===== src/rtl/tmr_pkg.sv =====
package tmr_pkg;

  localparam int NCMP  = 2;
  localparam int NFLAG = 3;

  localparam logic [2:0] MD_FREE     = 3'd0;
  localparam logic [2:0] MD_CTC      = 3'd2;
  localparam logic [2:0] MD_PWM_FULL = 3'd3;
  localparam logic [2:0] MD_PWM_VAR  = 3'd7;

  localparam int RA_CTRL = 0;
  localparam int RA_PSC  = 1;
  localparam int RA_CMP0 = 2;
  localparam int RA_FLAG = 4;

  typedef enum logic [1:0] {
    COM_OFF    = 2'd0,
    COM_TOGGLE = 2'd1,
    COM_CLR    = 2'd2,
    COM_SET    = 2'd3
  } com_e;

  function automatic logic is_pwm(input logic [2:0] m);
    return (m == MD_PWM_FULL) || (m == MD_PWM_VAR);
  endfunction

  function automatic logic top_from_a(input logic [2:0] m);
    return (m == MD_CTC) || (m == MD_PWM_VAR);
  endfunction

  function automatic int unsigned div_of(input logic [2:0] s);
    case (s)
      3'd1: return 1;
      3'd2: return 8;
      3'd3: return 32;
      3'd4: return 64;
      3'd5: return 128;
      3'd6: return 256;
      3'd7: return 1024;
      default: return 0;
    endcase
  endfunction

endpackage


===== src/rtl/tmr_regs.sv =====
module tmr_regs
  import tmr_pkg::*;
#(
  parameter int CW = 8,
  parameter int AW = 3
) (
  input  logic                      clk,
  input  logic                      rst_n,
  input  logic                      wr_en,
  input  logic [AW-1:0]             wr_addr,
  input  logic [CW-1:0]             wr_data,
  output logic [2:0]                mode,
  output com_e                      com,
  output logic                      dir,
  output logic [2:0]                psel,
  output logic                      psel_wr,
  output logic [NCMP-1:0][CW-1:0]   shadow,
  output logic [NFLAG-1:0]          flag_clr
);

  logic sel_ctrl;
  logic sel_flag;
  logic [NCMP-1:0] sel_cmp;

  assign sel_ctrl = wr_en && (wr_addr == AW'(RA_CTRL));
  assign psel_wr  = wr_en && (wr_addr == AW'(RA_PSC));
  assign sel_flag = wr_en && (wr_addr == AW'(RA_FLAG));
  assign flag_clr = sel_flag ? wr_data[NFLAG-1:0] : '0;

  always_ff @(posedge clk) begin
    if (!rst_n) begin
      mode <= MD_FREE;
      com  <= COM_OFF;
      dir  <= 1'b0;
    end else if (sel_ctrl) begin
      mode <= wr_data[2:0];
      com  <= com_e'(wr_data[4:3]);
      dir  <= wr_data[CW-1];
    end
  end

  always_ff @(posedge clk) begin
    if (!rst_n)       psel <= 3'd0;
    else if (psel_wr) psel <= wr_data[2:0];
  end

  for (genvar g = 0; g < NCMP; g++) begin : g_cmp
    assign sel_cmp[g] = wr_en && (wr_addr == AW'(RA_CMP0 + g));
    always_ff @(posedge clk) begin
      if (!rst_n)          shadow[g] <= '0;
      else if (sel_cmp[g]) shadow[g] <= wr_data;
    end
  end

endmodule


===== src/rtl/tmr_prescaler.sv =====
module tmr_prescaler
  import tmr_pkg::*;
#(
  parameter int PSW = 10
) (
  input  logic       clk,
  input  logic       rst_n,
  input  logic [2:0] sel,
  input  logic       sel_wr,
  output logic       tick
);

  logic [PSW-1:0] pcnt;
  logic [PSW-1:0] lim;
  logic           run;

  assign run  = (sel != 3'd0);
  assign lim  = run ? PSW'(div_of(sel) - 1) : '0;
  assign tick = run && (pcnt == lim);

  always_ff @(posedge clk) begin
    if (!rst_n)                     pcnt <= '0;
    else if (sel_wr || tick || !run) pcnt <= '0;
    else                            pcnt <= pcnt + 1'b1;
  end

endmodule


===== src/rtl/tmr_core.sv =====
module tmr_core
  import tmr_pkg::*;
#(
  parameter int CW = 8
) (
  input  logic                    clk,
  input  logic                    rst_n,
  input  logic                    tick,
  input  logic [2:0]              mode,
  input  logic                    pwm,
  input  logic [NCMP-1:0][CW-1:0] shadow,
  output logic [CW-1:0]           cnt,
  output logic [NCMP-1:0][CW-1:0] act,
  output logic [CW-1:0]           top,
  output logic                    turn,
  output logic                    ovf_evt,
  output logic [NCMP-1:0]         hit
);

  localparam logic [CW-1:0] MAXV = '1;

  logic at_top;
  logic at_max;

  assign top     = top_from_a(mode) ? act[0] : MAXV;
  assign at_top  = (cnt == top);
  assign at_max  = (cnt == MAXV);
  assign turn    = tick && at_top;
  assign ovf_evt = tick && (pwm ? at_top : at_max);

  always_ff @(posedge clk) begin
    if (!rst_n)    cnt <= '0;
    else if (tick) cnt <= at_top ? '0 : cnt + 1'b1;
  end

  for (genvar g = 0; g < NCMP; g++) begin : g_ch
    assign hit[g] = tick && (cnt == act[g]);
    always_ff @(posedge clk) begin
      if (!rst_n)          act[g] <= '0;
      else if (!pwm)       act[g] <= shadow[g];
      else if (turn)       act[g] <= shadow[g];
    end
  end

endmodule


===== src/rtl/tmr_wave.sv =====
module tmr_wave
  import tmr_pkg::*;
(
  input  logic clk,
  input  logic rst_n,
  input  logic pwm,
  input  com_e com,
  input  logic hit,
  input  logic turn,
  output logic level
);

  logic nxt;
  logic restart;

  assign restart = pwm && turn;

  always_comb begin
    nxt = level;
    case (com)
      COM_TOGGLE: if (hit) nxt = ~level;
      COM_CLR: begin
        if (restart)  nxt = 1'b1;
        else if (hit) nxt = 1'b0;
      end
      COM_SET: begin
        if (restart)  nxt = 1'b0;
        else if (hit) nxt = 1'b1;
      end
      default: nxt = level;
    endcase
  end

  always_ff @(posedge clk) begin
    if (!rst_n) level <= 1'b0;
    else        level <= nxt;
  end

endmodule


===== src/rtl/wave_timer8.sv =====
module wave_timer8
  import tmr_pkg::*;
#(
  parameter int CW  = 8,
  parameter int PSW = 10,
  parameter int AW  = 3
) (
  input  logic             clk,
  input  logic             rst_n,
  input  logic             wr_en,
  input  logic [AW-1:0]    wr_addr,
  input  logic [CW-1:0]    wr_data,
  output logic             wave_out,
  output logic             wave_oe,
  output logic [NFLAG-1:0] flags_o,
  output logic [CW-1:0]    count_o
);

  logic [2:0]              mode;
  com_e                    com;
  logic                    dir;
  logic [2:0]              psel;
  logic                    psel_wr;
  logic [NCMP-1:0][CW-1:0] shadow;
  logic [NCMP-1:0][CW-1:0] act;
  logic [NFLAG-1:0]        flag_clr;
  logic [NFLAG-1:0]        flag_set;
  logic [NFLAG-1:0]        flag_q;
  logic                    tick;
  logic                    pwm;
  logic [CW-1:0]           cnt;
  logic [CW-1:0]           top;
  logic                    turn;
  logic                    ovf_evt;
  logic [NCMP-1:0]         hit;
  logic                    duty_hit;
  logic                    level;

  assign pwm = is_pwm(mode);

  tmr_regs #(.CW(CW), .AW(AW)) u_regs (
    .clk(clk), .rst_n(rst_n), .wr_en(wr_en), .wr_addr(wr_addr), .wr_data(wr_data),
    .mode(mode), .com(com), .dir(dir), .psel(psel), .psel_wr(psel_wr),
    .shadow(shadow), .flag_clr(flag_clr)
  );

  tmr_prescaler #(.PSW(PSW)) u_psc (
    .clk(clk), .rst_n(rst_n), .sel(psel), .sel_wr(psel_wr), .tick(tick)
  );

  tmr_core #(.CW(CW)) u_core (
    .clk(clk), .rst_n(rst_n), .tick(tick), .mode(mode), .pwm(pwm),
    .shadow(shadow), .cnt(cnt), .act(act), .top(top), .turn(turn),
    .ovf_evt(ovf_evt), .hit(hit)
  );

  assign duty_hit = (mode == MD_PWM_VAR) ? hit[1] : hit[0];

  tmr_wave u_wave (
    .clk(clk), .rst_n(rst_n), .pwm(pwm), .com(com), .hit(duty_hit),
    .turn(turn), .level(level)
  );

  assign flag_set = {hit, ovf_evt};

  for (genvar f = 0; f < NFLAG; f++) begin : g_flag
    always_ff @(posedge clk) begin
      if (!rst_n)           flag_q[f] <= 1'b0;
      else if (flag_set[f]) flag_q[f] <= 1'b1;
      else if (flag_clr[f]) flag_q[f] <= 1'b0;
    end
  end

  assign flags_o  = flag_q;
  assign count_o  = cnt;
  assign wave_out = level;
  assign wave_oe  = dir && (com != COM_OFF);

endmodule


===== config.mk =====
export PLATFORM = sky130hd
export DESIGN_NAME = wave_timer8
export DESIGN_NICKNAME = d
export VERILOG_FILES = /design/src/rtl/tmr_pkg.sv /design/src/rtl/tmr_regs.sv /design/src/rtl/tmr_prescaler.sv /design/src/rtl/tmr_core.sv /design/src/rtl/tmr_wave.sv /design/src/rtl/wave_timer8.sv
export SDC_FILE = /design/constraint.sdc
export NUM_CORES = 1
export LEC_CHECK = 0
export BUFFER_PORTS_ARGS = -buffer_cell sky130_fd_sc_hd__buf_2
export CAP_MARGIN = 20
export CORE_MARGIN = 2
export CORE_UTILIZATION = 50
export DETAILED_ROUTE_END_ITERATION = 10
export GPL_ROUTABILITY_DRIVEN = 0
export PLACE_DENSITY = 0.68
export SLEW_MARGIN = 25
export SYNTH_ARGS = -nofsm -noshare
export SYNTH_HDL_FRONTEND = slang
export SYNTH_SLANG_ARGS = --single-unit

===== constraint.sdc =====
create_clock -name clk -period 3.8 [get_ports clk]
set_input_delay 0.57 -clock clk [delete_from_list [all_inputs] [get_ports clk]]
set_output_delay 0.57 -clock clk [all_outputs]
set_load 0.005 [all_outputs]

==> flow_summary.toml, run 1 <==
[setup_path]
crit_buf_inv = 0
regToRegSetupSlack_ps = 430
r2r-end = "u_psc.pcnt[4]"
r2r-start = "u_regs.psel[1]"
crit_chain = "nor2_1, nand2_1, ha_1, xor2_1, a21oi_1, o2111ai_1, a2111oi_4, nand2_1, nand2_1, nor2_1"
endpoint_kind = "flip-flop"
crit_top_cell = "nand2_1"
path_depth = 10
critPathRequiredTime_ps = 4020
critPathMaxFanout = 18
worst-r2r-cell-count = 10
path_delay_family = "simple AND/OR/NAND/NOR gates"
critPathKind = "reg2reg"
slowest_delay_ps = 740
slowest_stage = "a2111oi_4"
critPathLaunchType = "flip-flop"
arrival_ps = 3590
endpoint = "u_psc.pcnt[4]"
crit_start = "u_regs.psel[1]"

[timing]
drv_slew = 0
rsz0062_at_grt = "no"
slew_headroom_pct = 40.53
setup_viol = 0
fmax_ghz = 0.2967
period_share_pct = 88.69
tightest_slew_ps = 888.7
period_minus_slack_ps = 3370
hold_viol_final = 0
final.setup_skew_ps = 10.74
setup_tns_ps = 0

[grt]
use_met2_pct = 29.44
grt_max_degree = 48
gr-usage-all-layers_pct = 21.28
grt_pass1_vias = 2146
use_met3_pct = 4.457
use_met1_pct = 31.80
grt_remaining_overflow = 0
grt_antenna_before_repair = 0
top_usage_layer = "met1"
grt_pass1_wl_mm = 10.81

[finish]
num-nets-final = 394
fin_util_pct = 58.35
syn_to_final_growth_pct = 12.19
design_area_um2 = 3455
diodes = 0
final_layout_size_suffix_gt1_share_pct = 13.09

[synth]
synth_ff_type = "dfxtp_1"
yosys.area.top_type = "dfxtp_1"
yosys-top-cells-count = "dfxtp_1 (63), nor2_1 (58), nand2_1 (37)"
synth_edf_count = 0
postSynthNetCount = 374
syn_avg_cell_area_um2 = 8.625
ys_seq_area_share_pct = 40.96
ys_warn_count = 0
synthDistinctLibCells = 50
synthMostInstantiatedCell = "dfxtp_1"
syn_area_um2 = 3079
ys_ff_latch = 63
synth_area_leaders = "dfxtp_1 (41%), mux2i_1 (11%), nor2_1 (7.1%)"
synth-async-reset-ratio_pct = 0
syn_inst = 357
synth_top_cell_area_share_pct = 40.96

[drt]
vias = 2507
drtIter0Drc = 121
detail_route.wl_per_cell_um = 14.65
dr.pass1.iters = 4
drtAntennaViolNets = 0
viasPerCell = 5.486
drc = 0
routed_wl_mm = 6.696

[clocking]
cts_buffer_depth = 2
htree_levels = 3
cts_made_buffers = 9
cts_tree = "done"
cts-hold-fix-buffers = 0
root_buffer = "clkbuf_8"
post-cts-setup-buffers = 0
worstSkewPairLatency_ps = 350
cts_resized = 0
numClockSinks = 63
path_clk_slew_ps = 70

[power_and_ir_drop]
clkPwrFrac_pct = 47.5
internal-power_w = 0.001084
p_leak_nw = 1.268
peakVddDrop_v = 0.0002841
switching_share_pct = 23.44
power_frac_comb_pct = 4.7
power_w = 0.001416
sequentialPowerShare_pct = 47.8
p_sw_w = 0.0003318
powerDensity_nw_per_um2 = 409.9

[die]
core_region_area_um2 = 5921
die_width_um = 82.48
die_y_um = 82.48
ios = 27
rows = 28
die_area_um2 = 6802
start_util_pct = 52.01

[place]
portBuffers = 26
dpl.hpwl_mm = 4.763
post_dp_cell_area_um2 = 3219

[outcome]
status = "complete, no violations"

[min_path]
hold_path_class = "reg2reg"

[job]
drv_cap = 0
layer usage:
metal	vias to the layer above	part of all wire (%)
li1	1294	-
met1	1147	52
met2	55	42
met3	11	4.2
met4	0	1.6
met5	-	0
flip-flops by register name, indices dropped and copies added (netlist names):
| signal | cells |
|---|---|
| u_regs.com | 2 |
| u_wave.level | 1 |
| u_psc.pcnt | 10 |
| flags_o | 3 |
| u_core.cnt | 8 |
| u_regs.psel | 3 |
| u_core.act | 16 |
| u_regs.shadow | 16 |
| u_regs.dir | 1 |
| u_regs.mode | 3 |
cell usage in the layout, fill, tap and decap left out, types with 2 or more instances in the layout:
master,count
dfxtp_1,63
nor2_1,58
nand2_1,37
mux2i_1,34
buf_2,26
a21oi_1,16
xor2_1,13
nand3_1,13
inv_1,12
xnor2_1,10
clkbuf_8,10
nand4_1,9
nand2b_1,6
and3_1,6
o22ai_1,5
nor3_1,5
a22oi_1,4
o21ai_0,4
o2111ai_1,3
nor4b_1,3
or3_1,3
ha_1,3
or4_1,2
a211oi_1,2
o31ai_1,2
nand4b_1,2
nor4_1,2
clkinvlp_4,2
bufinv_16,2
buf_4,2
cells by family after synthesis:
kind of cell	count (synthesis)	share of synthesized area, %
adder cells (fa/ha/maj)	4	1.544
flip-flops	63	40.96
buffers and inverters	31	4.673
AND/OR/NAND/NOR	154	23.85
XOR/XNOR	23	6.542
AO/OA/AOI/OAI	48	11.38
multiplexers	34	11.05
worst register-to-register path, stage by stage, from the launching register on:
cell	delay, ps
dfxtp_1	680
nor2_1	120
nand2_1	100
ha_1	330
xor2_1	110
a21oi_1	120
o2111ai_1	190
a2111oi_4	740
nand2_1	390
nand2_1	370
nor2_1	100
worst min-delay path by stage:
stage                      start  slack, ps           endpoint  depth (start not counted)
2_1_floorplan  u_regs.shadow[10]        440  u_regs.shadow[10]                          2
3_3_place_gp   u_regs.shadow[13]        450  u_regs.shadow[13]                          2
3_5_place_dp   u_regs.shadow[13]        460  u_regs.shadow[13]                          2
4_1_cts        u_regs.shadow[13]        470  u_regs.shadow[13]                          2
5_1_grt         u_regs.shadow[8]        490   u_regs.shadow[8]                          2
6_report       u_regs.shadow[13]        460  u_regs.shadow[13]                          2
through the flow:
step	setup slack (ps)	hold slack, ps	cells
6_report	429.7	460.7	457
5_1_grt	203.2	491.5	457
4_1_cts	499.1	465.8	457
3_5_place_dp	534.3	455.1	441
3_3_place_gp	638.7	446.8	441
2_1_floorplan	957.3	435.7	357
power by group through the flow:
stage	clock [W]	combinational, W	sequential, W
finish	0.000672	0.0000664	0.000677
global route	0.000704	0.0000739	0.000678
CTS	0.000677	0.0000659	0.000677
detailed placement	0	0.0000653	0.000692
global placement	0	0.0000645	0.000692
floorplan	0	0.0000474	0.000687
final cells by class:
type / instances / area [µm²]
clock inverters: 6 / 92.59
multi-input cells: 263 / 1679
flip-flops and latches: 63 / 1261
repair buffers: 28 / 145.1
well taps: 75 / 93.84
fillers: 531 / 2466
inverters: 12 / 45.04
clock buffers: 10 / 137.6
No activity file was read; power rests on OpenSTA's default activity.
==> run 2, diff against run 1 <==
Settings changed: BUFFER_PORTS_ARGS -buffer_cell sky130_fd_sc_hd__buf_2 to not set, DONT_BUFFER_PORTS set to 1, PLACE_DENSITY 0.68 to 0.64, SKIP_LAST_GASP set to 1.
==> run 2 against run 1 <==
Effect of this change:
- clock power is 13% lower
- global-route usage up 0.38 points
- clock skew decreased by 2.5 ps
- sequential power barely moved
- die area is the same
- via count down 2.8%
- critical path depth up 1
- worst setup slack improved by 340 ps
- maximum frequency is 11% higher
- non-clock buffer count shrank 24
- combinational power down 19%
==> flow_summary.toml, run 2 (synthesis gave the netlist of run 1 again) <==
[drt]
vias = 2436
dr.pass1.iters = 4
drc = 0
detail_route.wl_per_cell_um = 15.64
routed_wl_mm = 6.771
drtAntennaViolNets = 0
drtIter0Drc = 134
viasPerCell = 5.626

[setup_path]
arrival_ps = 3250
critPathRequiredTime_ps = 4020
critPathLaunchType = "flip-flop"
endpoint_kind = "flip-flop"
critPathMaxFanout = 18
critPathKind = "reg2reg"

[die]
rows = 28
core_region_area_um2 = 5921
start_util_pct = 52.01
ios = 27
die_width_um = 82.48
die_y_um = 82.48
die_area_um2 = 6802

[grt]
grt_pass1_wl_mm = 10.92
grt_remaining_overflow = 0
gr-usage-all-layers_pct = 21.66
grt_pass1_vias = 2150
grt_antenna_before_repair = 0
grt_max_degree = 38

[outcome]
status = "complete, no violations"

[clocking]
cts_tree = "done"
cts_made_buffers = 9
cts_buffer_depth = 2
root_buffer = "clkbuf_8"
numClockSinks = 63
cts-hold-fix-buffers = 0
cts_resized = 0
worstSkewPairLatency_ps = 340
htree_levels = 3
post-cts-setup-buffers = 0
path_clk_slew_ps = 70

[power_and_ir_drop]
power_frac_comb_pct = 4.1
switching_share_pct = 24.51
p_leak_nw = 1.142
sequentialPowerShare_pct = 51.5
powerDensity_nw_per_um2 = 397.7
peakVddDrop_v = 0.0002492
clkPwrFrac_pct = 44.4
internal-power_w = 0.0009925
p_sw_w = 0.0003223

[timing]
tightest_slew_ps = 950.4
slew_headroom_pct = 36.41
setup_tns_ps = 0
period_minus_slack_ps = 3032
final.setup_skew_ps = 8.243
drv_slew = 0
hold_viol_final = 0
fmax_ghz = 0.3298
setup_viol = 0
rsz0062_at_grt = "no"
period_share_pct = 79.79

[finish]
layout_commonest_cell = "dfxtp_1"
final_layout_size_suffix_gt1_share_pct = 7.263
final_cell_mix = "dfxtp_1 (63), nor2_1 (58), nand2_1 (37)"
num-nets-final = 370
nFillCells = 547
stdcell_count = 433
syn_to_final_growth_pct = 7.355
reg.largest.list = "u_core.act x16, u_regs.shadow x16, u_psc.pcnt x10"
diodes = 0

[place]
dp.cells = 417
dpl.hpwl_mm = 4.977
portBuffers = 0

[job]
drv_cap = 0

[min_path]
hold_path_class = "in2reg"
run 2: area by class of cell:
class	count	area (µm²)	area share, %
clock buffers	9	123.9	3.747
repair buffers	4	30.03	0.9084
inverters	12	45.04	1.363
flip-flops and latches	63	1261	38.15
clock inverters	7	72.57	2.195
well taps	75	93.84	2.839
multi-input cells	263	1679	50.79
run 2: power by group through the flow:
| stage | sequential (W) | combinational, W | clock, W |
|---|---|---|---|
| final | 0.000677 | 0.0000541 | 0.000584 |
| after global routing | 0.000678 | 0.0000605 | 0.000620 |
| after CTS | 0.000677 | 0.0000539 | 0.000595 |
| after detailed placement | 0.000692 | 0.0000538 | 0 |
| after global placement | 0.000692 | 0.0000532 | 0 |
| after floorplan | 0.000687 | 0.0000474 | 0 |
run 2: path summary, 6_finish.rpt:
| kind | startpoint | end | slack [ps] | cells after the start |
|---|---|---|---|---|
| hold / removal | wr_data[5] | u_regs.shadow[13] | 360 | 2 |
| setup / recovery | u_regs.psel[1] | u_core.act[7] | 770 | 11 |
| hold reg to reg | u_regs.shadow[8] | u_regs.shadow[8] | 460 | 2 |
| setup reg to reg | u_regs.psel[1] | u_core.act[7] | 770 | 11 |
run 2: metrics by stage:
| step | hold slack [ps] | total power [W] | area, µm² | setup WS (ps) | utilization (%) |
|---|---|---|---|---|---|
| floorplan | 435.7 | 0.0007348 | 3079 | 957.3 | - |
| global placement | 442.5 | 0.0007448 | 3104 | 855.6 | 52.43 |
| detailed placement | 450.3 | 0.0007458 | 3104 | 805.4 | 52.43 |
| CTS | 345.4 | 0.001326 | 3301 | 785.9 | 55.75 |
| global route | 348.3 | 0.001358 | 3306 | 519.7 | 55.83 |
| finish | 359.0 | 0.001315 | 3306 | 768.0 | 55.83 |
run 2: worst max-delay path: stages, from the launching register on:
cell	delay, ps
dfxtp_1	650
nor2_1	100
nand2_1	90
ha_1	240
or2_2	310
maj3_1	360
a21oi_1	250
a2111oi_4	120
a31oi_4	180
buf_4	310
mux2i_1	240
nor2_1	50
run 2: per-layer routing:
metal	global-route usage [%]	share of wire, %
met5	0	0
met4	6.500	1.1
met3	6.848	6.0
met2	30.48	41
met1	31.38	52
